$ cat src/rtl/stopclk_ctrl.sv
module stopclk_ctrl #(
  parameter int CORE_UNITS = 4,
  parameter int SYNC_DEPTH = 2
) (
  input  logic                  clk,
  input  logic                  rst_n,
  input  logic                  stop_n,
  output logic                  grant_req,
  input  logic                  grant_done,
  output logic [CORE_UNITS-1:0] core_en,
  output logic                  bus_en,
  output logic                  intc_en,
  output logic                  sleeping,
  output logic                  resume
);

  typedef enum logic [1:0] {RUN, GRANT, SLEEP} st_t;

  st_t                   st;
  logic [SYNC_DEPTH-1:0] sync_q;
  logic                  rel_seen;
  logic                  req;

  assign req = ~sync_q[SYNC_DEPTH-1];

  always_ff @(posedge clk or negedge rst_n) begin
    if (!rst_n) sync_q <= '1;
    else        sync_q <= {sync_q[SYNC_DEPTH-2:0], stop_n};
  end

  always_ff @(posedge clk or negedge rst_n) begin
    if (!rst_n) begin
      st       <= RUN;
      rel_seen <= 1'b0;
      resume   <= 1'b0;
    end else begin
      resume <= 1'b0;
      case (st)
        RUN:
          if (req) st <= GRANT;
        GRANT: begin
          if (!req) rel_seen <= 1'b1;
          if (grant_done) begin
            rel_seen <= 1'b0;
            if (rel_seen || !req) begin
              st     <= RUN;
              resume <= 1'b1;
            end else begin
              st <= SLEEP;
            end
          end
        end
        SLEEP:
          if (!req) begin
            st     <= RUN;
            resume <= 1'b1;
          end
        default: st <= RUN;
      endcase
    end
  end

  assign grant_req = (st == GRANT);
  assign sleeping  = (st == SLEEP);
  assign core_en   = {CORE_UNITS{st != SLEEP}};
  assign bus_en    = 1'b1;
  assign intc_en   = 1'b1;

endmodule

$ cat config.mk
export PLATFORM = sky130hd
export DESIGN_NAME = stopclk_ctrl
export DESIGN_NICKNAME = d
export VERILOG_FILES = /design/src/rtl/stopclk_ctrl.sv
export SDC_FILE = /design/constraint.sdc
export NUM_CORES = 1
export LEC_CHECK = 0
export ABC_AREA = 1
export CAP_MARGIN = 20
export CORE_AREA = 5 5 42 44
export DETAILED_ROUTE_END_ITERATION = 6
export DIE_AREA = 0 0 47 49
export PLACE_DENSITY = 0.59
export SLEW_MARGIN = 5
export SYNTH_ARGS = -nofsm -noshare
export SYNTH_HDL_FRONTEND = slang
export SYNTH_SLANG_ARGS = --single-unit
$ cat constraint.sdc
create_clock -name clk -period 1.3 [get_ports clk]
set_input_delay 0.13 -clock clk [delete_from_list [all_inputs] [get_ports clk]]
set_output_delay 0.13 -clock clk [all_outputs]
set_load 0.05 [all_outputs]
==> results.cfg, run 1 <==
[status]
outcome = finished with violations
violations = setup timing

[clock_tree]
cts.clk_slew.worst_paths_ps = 40
cts_tree = yes
clock-sinks = 6
cts_root_buf = clkbuf_4
postCtsHoldBufs = 0
cts-buffers-inserted = 3
h-tree-depth = 1
clk_latency_ps = 240
clock_path_buffers = 2

[detailed_routing]
dr.first_iter.drc_count = 0
drc_errors = 0
final_antenna_net_count = 0
viasPerCell = 4.08
wl_per_cell_um = 9.49
postRouteWirelength_um = 721
num_vias = 310
dr.pass1.iters = 1

[sta]
rsz0062_at_grt = yes
fin_worst_skew_ps = 0.516
holdWs_ps = 123
period_share_pct = 104
finalSetupViolCount = 4
min_period_ps = 1360
fmax_ghz = 0.737
fin_ws_ps = -57.2
slew_violations = 0
hold_viol_final = 0

[worst_setup_path]
critPathCaptureType = primary output
worstPathRequired_ps = 1170
crit_path_max_fanout = 4
worstSetupPathType = reg -> out
cp-start-kind = flop
crit_arrival_ps = 1230

[global_route]
grt_antenna_before_repair = 0
grt_pass1_vias = 318
overflow = 0
track_usage_pct = 7.30
grt_pass1_wl_um = 1160
grt_max_degree = 7

[cells_and_area]
layout_commonest_cell = nand2_1
final_area_sq_um = 644
syn_to_final_growth_pct = 70.0
num-nets-final = 70
n_antenna_cell = 0
drive_gt1_share_pct = 46.7
post-route-util_pct = 46.0
most-common-layout-cells = nand2_1, buf_12, inv_1, buf_4, dfrtp_1

[die]
die_x_um = 47
fp-row-count = 14
initial_core_util_pct = 27.1
io_pins = 13
die_h_um = 49
die_area_sq_um = 2300
core_sq_um = 1400

[synthesis]
synth_cell_types = 14
synth_area_per_cell_sq_um = 8.42
seq_area_frac_synth_pct = 40.3
synthCells = 45
syn_area_sq_um = 379
synth.area.top_cells = dfrtp_1, dfstp_2, ha_1, nand2_1, buf_4
yosys_warnings = 0
ys_ff_latch = 6
synth_top_cell_area_share_pct = 26.4
yosysTopAreaCell = dfrtp_1

[place]
place_ws_ps = 66.4
dp_hpwl_um = 560
port_buffers = 10
gp_congestion = 0.649
placed_cell_area_sq_um = 572

[flow_run]
cap_viol_max_count = 0

[power_and_ir_drop]
p_leak_nw = 0.316
vdd_ir_drop_max_v = 0.000942
power_mw = 1.71
powerDensity_nw_per_um2 = 2660

[min_path]
hold_class = in -> async
==> per-layer routing <==
| layer | vias up | track usage [%] | share of wire (%) |
|---|---|---|---|
| met3 | 0 | 1.11 | 6.9 |
| met2 | 9 | 12.9 | 58 |
| met5 | - | 0 | 0 |
| met4 | 0 | 5.53 | 0 |
| li1 | 158 | - | - |
| met1 | 143 | 6.97 | 35 |
==> report_power, final <==
part           total, mW  internal, mW  switching (mW)
registers          0.290         0.244          0.0469
clock network      0.163         0.104          0.0592
logic               1.26         0.598           0.660
total               1.71         0.945           0.766
==> metrics by stage <==
step / cells / setup TNS, ps
floorplan: 46 / -917
global placement: 68 / 0
detailed placement: 68 / 0
CTS: 75 / -272
global route: 76 / -433
finish: 76 / -229
==> sequential cells by signal (all words and copies together) (netlist names) <==
signal	count
sync_q	2
st	2
resume	1
rel_seen	1
==> logic make-up after synthesis <==
| family | after synthesis | share of synthesized area [%] |
|---|---|---|
| buffers and inverters | 13 | 17.8 |
| adder cells (fa/ha/maj) | 4 | 13.2 |
| flip-flops | 6 | 40.3 |
| AO/OA/AOI/OAI | 2 | 5.28 |
| AND/OR/NAND/NOR | 19 | 22.4 |
| other | 1 | 0.989 |
==> worst max-delay path: stages, from the launching register on <==
cell and delay, ps:
dfrtp_1 390, inv_2 80, ha_4 140, clkinvlp_4 90, buf_12 140, buf_12 140
==> what timing repair did <==
action,CTS,global route
endpoints found under the hold margin,0,0
endpoints found under the setup margin,5,5
buffers inserted,4,1
resized for setup,2,0
==> synthesized netlist by cell type <==
cell and instances:
a21boi_2 1, buf_4 5, ha_1 4, a21oi_2 1
nor2_1 1, conb_1 1, inv_1 7, dfrtp_1 4
inv_2 1, nand3_1 2, dfstp_2 2, nand2_1 13
nand2_2 2, nand3_2 1
==> layout make-up <==
class / instances / area, sq um
Clock buffer: 3 / 22.5
Fill cell: 146 / 757
Inverter: 8 / 33.8
Multi-Input combinational cell: 27 / 188
Sequential cell: 6 / 153
Tap cell: 16 / 20.0
Timing Repair Buffer: 16 / 228
==> final timing paths <==
path	depth (start not counted)	to	slack (ps)	start
min reg2reg	0	sync_q[1]	350	sync_q[0]
min in group clk	1	sync_q[0]	300	stop_n
max reg2reg	8	st[0]	90	st[0]
min	1	st[0]	120	rst_n
max in group asynchronous	1	sync_q[1]	920	rst_n
max	5	core_en[0]	-60	st[0]
Note: power is estimated with default switching activity, not from simulation.
==> run 2, diff against run 1 <==
ABC_AREA = unset   (was 1)
PLACE_DENSITY = 0.56   (was 0.59)
TNS_END_PERCENT = 100   (was unset)
==> run 2 against run 1 <==
Effect of this change: the run still ends with setup timing left; synthesized cell count down 33%; final area down 7.0%; non-clock buffer count up 1; synthesized area down 11%; critical path type unchanged; global-route usage down 0.72 points; maximum frequency down 4.0%; clock power up 12%; die area unchanged; power down 12%; sequential cell count unchanged; combinational power down 19%; routed wire length down 10%.
==> results.cfg, run 2 <==
[synthesis]
seq_area_frac_synth_pct = 45.2
muxShareOfSynthArea_pct = 6.30
synth_cell_types = 16
synth-simple-area-share_pct = 4.81
syn_area_sq_um = 338
synthCells = 30
synth_compound_area_share_pct = 12.2
yosys_warnings = 0
synth_area_per_cell_sq_um = 11.3
synth_xor_area_share_pct = 0
yosys.area_share.adder_pct = 14.8
yosys.cell_count.top_type = buf_4
ys_ff_latch = 6
synth_top_family_by_area = buffers and inverters
yosys-top-cells-count = buf_4, dfrtp_1, ha_1, inv_1
synth_ff_type = dfrtp_1
synth_edf_count = 0
yosysTopAreaCell = dfrtp_1
synth.area.top_cells = dfrtp_1, dfstp_2, ha_1, buf_4, o221ai_2
synth_top_cell_area_share_pct = 29.6
async_flop_share_pct = 100

[worst_setup_path]
crit_path_max_fanout = 4
crit_arrival_ps = 1280
worstPathRequired_ps = 1170
regToRegSetupSlack_ps = -90
critPathCaptureType = primary output
worstSetupPathType = reg -> out
r2r_cells = 5
regToRegEndpoint = st[0]
cp-start-kind = flop
r2r_start = st[1]

[clock_tree]
clock-sinks = 6
cts_tree = yes
cts-buffers-inserted = 3
h-tree-depth = 1
clock_path_buffers = 2
cts.clk_slew.worst_paths_ps = 50
postCtsHoldBufs = 0
clk_latency_ps = 240
cts_root_buf = clkbuf_4

[detailed_routing]
num_vias = 261
wl_per_cell_um = 10.3
dr.first_iter.drc_count = 2
viasPerCell = 4.14
dr.pass1.iters = 2
postRouteWirelength_um = 648
final_antenna_net_count = 0
drc_errors = 0

[power_and_ir_drop]
sw_frac_of_total_pct = 42.1
p_leak_nw = 0.277
power_frac_seq_pct = 19.9
p_comb_share_pct = 68.0
power_mw = 1.51
p_int_uw = 872
p_switching_uw = 635
powerDensity_nw_per_um2 = 2510
p_clk_share_pct = 12.0
vdd_ir_drop_max_v = 0.000999

[sta]
finalSetupViolCount = 8
min_period_ps = 1410
fin_ws_ps = -114
fmax_ghz = 0.707
rsz0062_at_grt = yes
fin_worst_skew_ps = 12.0
period_share_pct = 109
slew_violations = 0
hold_viol_final = 0
holdWs_ps = 117

[die]
die_h_um = 49
die_area_sq_um = 2300
fp-row-count = 14
io_pins = 13
core_sq_um = 1400
die_x_um = 47
initial_core_util_pct = 24.1

[place]
port_buffers = 10
placed_cell_area_sq_um = 566
gp_congestion = 0.622
place_ws_ps = -91.5
dp_hpwl_um = 592

[flow_run]
cap_viol_max_count = 0

[cells_and_area]
multi_input_comb_area_sq_um = 151
drive_gt1_share_pct = 55.3
layout_commonest_cell = buf_12
final_area_sq_um = 599
syn_to_final_growth_pct = 77.4
post-route-util_pct = 42.8
n_antenna_cell = 0
final-seq-area_sq_um = 153
top_regs = st: 2 flops, sync_q: 2 flops
fillers = 138
most-common-layout-cells = buf_12, buf_4, dfrtp_1
num-nets-final = 56

[min_path]
hold_class = in -> async

[global_route]
track_usage_pct = 6.58
overflow = 0
grt_pass1_vias = 274
grt_pass1_wl_um = 1030
grt_antenna_before_repair = 0
grt_max_degree = 7

[status]
outcome = finished with violations
violations = setup timing
## run 2: changes by cell type in the layout (fill, tap and decap cells not counted), moves of 2 or more
cell / delta
buf_6: +2
inv_1: -5
a21oi_1: +2
nand2_2: -2
nand2_1: -12
nand3_1: -2
## run 2: repair_timing
action	in CTS	in global routing
setup endpoints to repair	8	9
gates resized for setup	2	1
buffers inserted	0	0
hold endpoints to repair	0	0
pin swaps	0	0
## run 2: worst max-delay path: stages (launching register included)
cell and delay [ps]:
dfrtp_1 400, buf_6 130, ha_4 160, clkinvlp_4 70, buf_6 140, buf_12 140
## run 2: metrics by stage
stage	TNS (ps)	instances
2_1_floorplan	-1200	31
3_5_place_dp	-92.3	59
3_3_place_gp	-33.9	59
5_1_grt	-924	63
4_1_cts	-676	63
6_report	-607	63
## run 2: how the worst max path moves through the flow
stage	start	endpoint
finish	st[1]	core_en[2]
global route	st[1]	core_en[0]
CTS	st[0]	core_en[2]
detailed placement	st[1]	st[0]
global placement	st[0]	st[0]
floorplan	st[0]	st[0]
## run 2: cell families (layout without fill, tap and decap cells)
kind of cell / Yosys count / count (layout)
buffers and inverters: 9 / 25
muxes: 2 / 2
adders and majority gates: 4 / 4
other: 1 / 2
AOI/OAI and AO/OA: 5 / 5
and+or+nand+nor: 3 / 3
DFF: 6 / 6
## run 2: final cells by class
cell class / instances / area share [%]
inverter: 4 / 3.13
clock buffer: 4 / 4.38
sequential: 6 / 25.5
tap: 16 / 3.34
timing repair buffer: 17 / 38.4
multi-input combinational: 16 / 25.3
## run 2: layer usage
layer | track usage [%] | up-vias | wire (um)
li1 | - | 129 | -
met4 | 6.91 | 0 | 0
met2 | 11.8 | 10 | 389
met1 | 4.91 | 122 | 207
met5 | 0 | - | 0
met3 | 1.48 | 0 | 51
## run 2: power by group through the flow
stage / Combinational [mW] / Clock (mW) / Sequential (mW)
2_1_floorplan: 0.543 / 0 / 0.327
3_3_place_gp: 1.00 / 0 / 0.292
3_5_place_dp: 1.03 / 0 / 0.299
4_1_cts: 1.04 / 0.192 / 0.299
5_1_grt: 1.09 / 0.205 / 0.307
6_report: 1.02 / 0.182 / 0.300
==> run 3, diff against run 2 <==
==> constraint.sdc (replaced) <==
create_clock -name clk -period 1.3 [get_ports clk]
set_input_delay 0.13 -clock clk [delete_from_list [all_inputs] [get_ports clk]]
set_output_delay 0.13 -clock clk [all_outputs]
set_load 0.005 [all_outputs]
==> run 3 against run 2 <==
Effect of this change: the flow still finishes with violations (setup timing); die area unchanged; sequential power decreased by 1%; maximum frequency increased by 4.6%; routed wire length increased by 28%; first-iteration DRC count decreased by 100%; final area decreased by 5.8%; largest cell class is now multi-input combinational cells.
==> results.cfg, run 3 (synthesis gave the netlist of run 2 again) <==
[status]
outcome = finished with violations
violations = setup timing

[place]
placed_cell_area_sq_um = 479
gp_congestion = 0.646
port_buffers = 10
dp_hpwl_um = 553

[worst_setup_path]
cp-start-kind = flop
worstPathRequired_ps = 1420
crit_path_max_fanout = 2
crit_arrival_ps = 1470
cpMaxStageDelayCell = dfrtp_1
worstSetupPathType = reg -> reg
r2r_cells = 6
regToRegSetupSlack_ps = -50
cp_top_family = flip-flops
max_stage_delay_ps = 380
crit_chain = inv_2 -> buf_4 -> ha_4 -> nand2_4 -> o221ai_4 -> mux2_4
crit_cells = 6
critPathCaptureType = flop
worst-path-buf-inv = 2

[detailed_routing]
dr.pass1.iters = 1
viasPerCell = 4.23
dr.first_iter.drc_count = 0
drc_errors = 0
postRouteWirelength_um = 831
wl_per_cell_um = 13.0
num_vias = 271
final_antenna_net_count = 0

[cells_and_area]
final_area_sq_um = 564
fillers = 142
layout_commonest_cell = buf_4
num-nets-final = 58
top_regs = st: 2 flops, sync_q: 2 flops
syn_to_final_growth_pct = 67.0
most-common-layout-cells = buf_4, inv_2, clkdlybuf4s50_1, dfrtp_1
drive_gt1_share_pct = 56.3
post-route-util_pct = 40.3
n_antenna_cell = 0

[global_route]
grt_max_degree = 7
track_usage_pct = 7.73
overflow = 0
grt_pass1_vias = 286
grt_pass1_wl_um = 1210
grt_antenna_before_repair = 0

[die]
initial_core_util_pct = 24.1
fp-row-count = 14
core_sq_um = 1400
die_h_um = 49
io_pins = 13
die_x_um = 47
die_area_sq_um = 2300

[sta]
fin_worst_skew_ps = 1.46
min_period_ps = 1350
hold_viol_final = 0
rsz0062_at_grt = yes
fmax_ghz = 0.740
slew_violations = 0
finalSetupViolCount = 4
fin_ws_ps = -51.8
period_share_pct = 104

[flow_run]
cap_viol_max_count = 0

[clock_tree]
cts_tree = yes
cts-buffers-inserted = 3
cts.clk_slew.worst_paths_ps = 40
cts_root_buf = clkbuf_4
h-tree-depth = 1
postCtsHoldBufs = 0
clock_path_buffers = 2
clock-sinks = 6
clk_latency_ps = 240

[power_and_ir_drop]
vdd_ir_drop_max_v = 0.000743
p_leak_nw = 0.261
powerDensity_nw_per_um2 = 2210

[min_path]
hold_class = in -> async
run 3: report_power, final:
group / leakage [nW] / switching, mW / internal, mW
registers: 0.0718 / 0.0462 / 0.249
clock network: 0.0138 / 0.0603 / 0.104
logic: 0.175 / 0.332 / 0.455
total: 0.261 / 0.439 / 0.809
run 3: worst paths after layout:
check	startpoint	endpoint
min in group clk	stop_n	sync_q[0]
hold reg to reg	sync_q[0]	sync_q[1]
hold / removal	rst_n	st[1]
setup reg to reg	st[0]	st[0]
max in group asynchronous	rst_n	sync_q[0]
setup / recovery	st[0]	st[0]
run 3: final cells by class:
cell class / instances / area [sq um] / area share [%]
inverter: 4 / 15.0 / 2.66
multi-input combinational: 16 / 196 / 34.8
timing repair buffer: 19 / 158 / 27.9
sequential: 6 / 153 / 27.1
clock buffer: 3 / 22.5 / 3.99
tap: 16 / 20.0 / 3.55
run 3: per-layer routing:
layer	global-route usage [%]	share of wire (%)	up-vias	wire length, um
met2	13.8	65	9	537
met3	2.95	7.0	0	58
li1	-	-	129	-
met4	5.53	0	0	0
met5	0	0	-	0
met1	6.29	28	133	235
run 3: metrics by stage:
step                setup TNS (ps)  power [mW]  setup WS [ps]  hold WS [ps]  cells
finish                       -98.2        1.25          -51.8           123     64
global route                  -374        1.35          -95.3           135     64
CTS                          -55.1        1.16          -32.1           119     63
detailed placement            -546       0.879           -119           352     56
global placement              -316       0.849          -76.0           347     56
floorplan                    -47.4       0.629          -47.4          -166     31
run 3: repair_timing:
item,in CTS,in global routing
setup buffers,4,1
gates resized for setup,12,9
setup endpoints to repair,7,8
pin swaps,2,0
endpoints found under the hold margin,0,0
run 3: worst reg2reg max path, stage by stage (launching register included):
cell and delay [ps]:
dfrtp_1 380, inv_2 70, buf_4 140, ha_4 160
nand2_4 60, o221ai_4 100, mux2_4 320
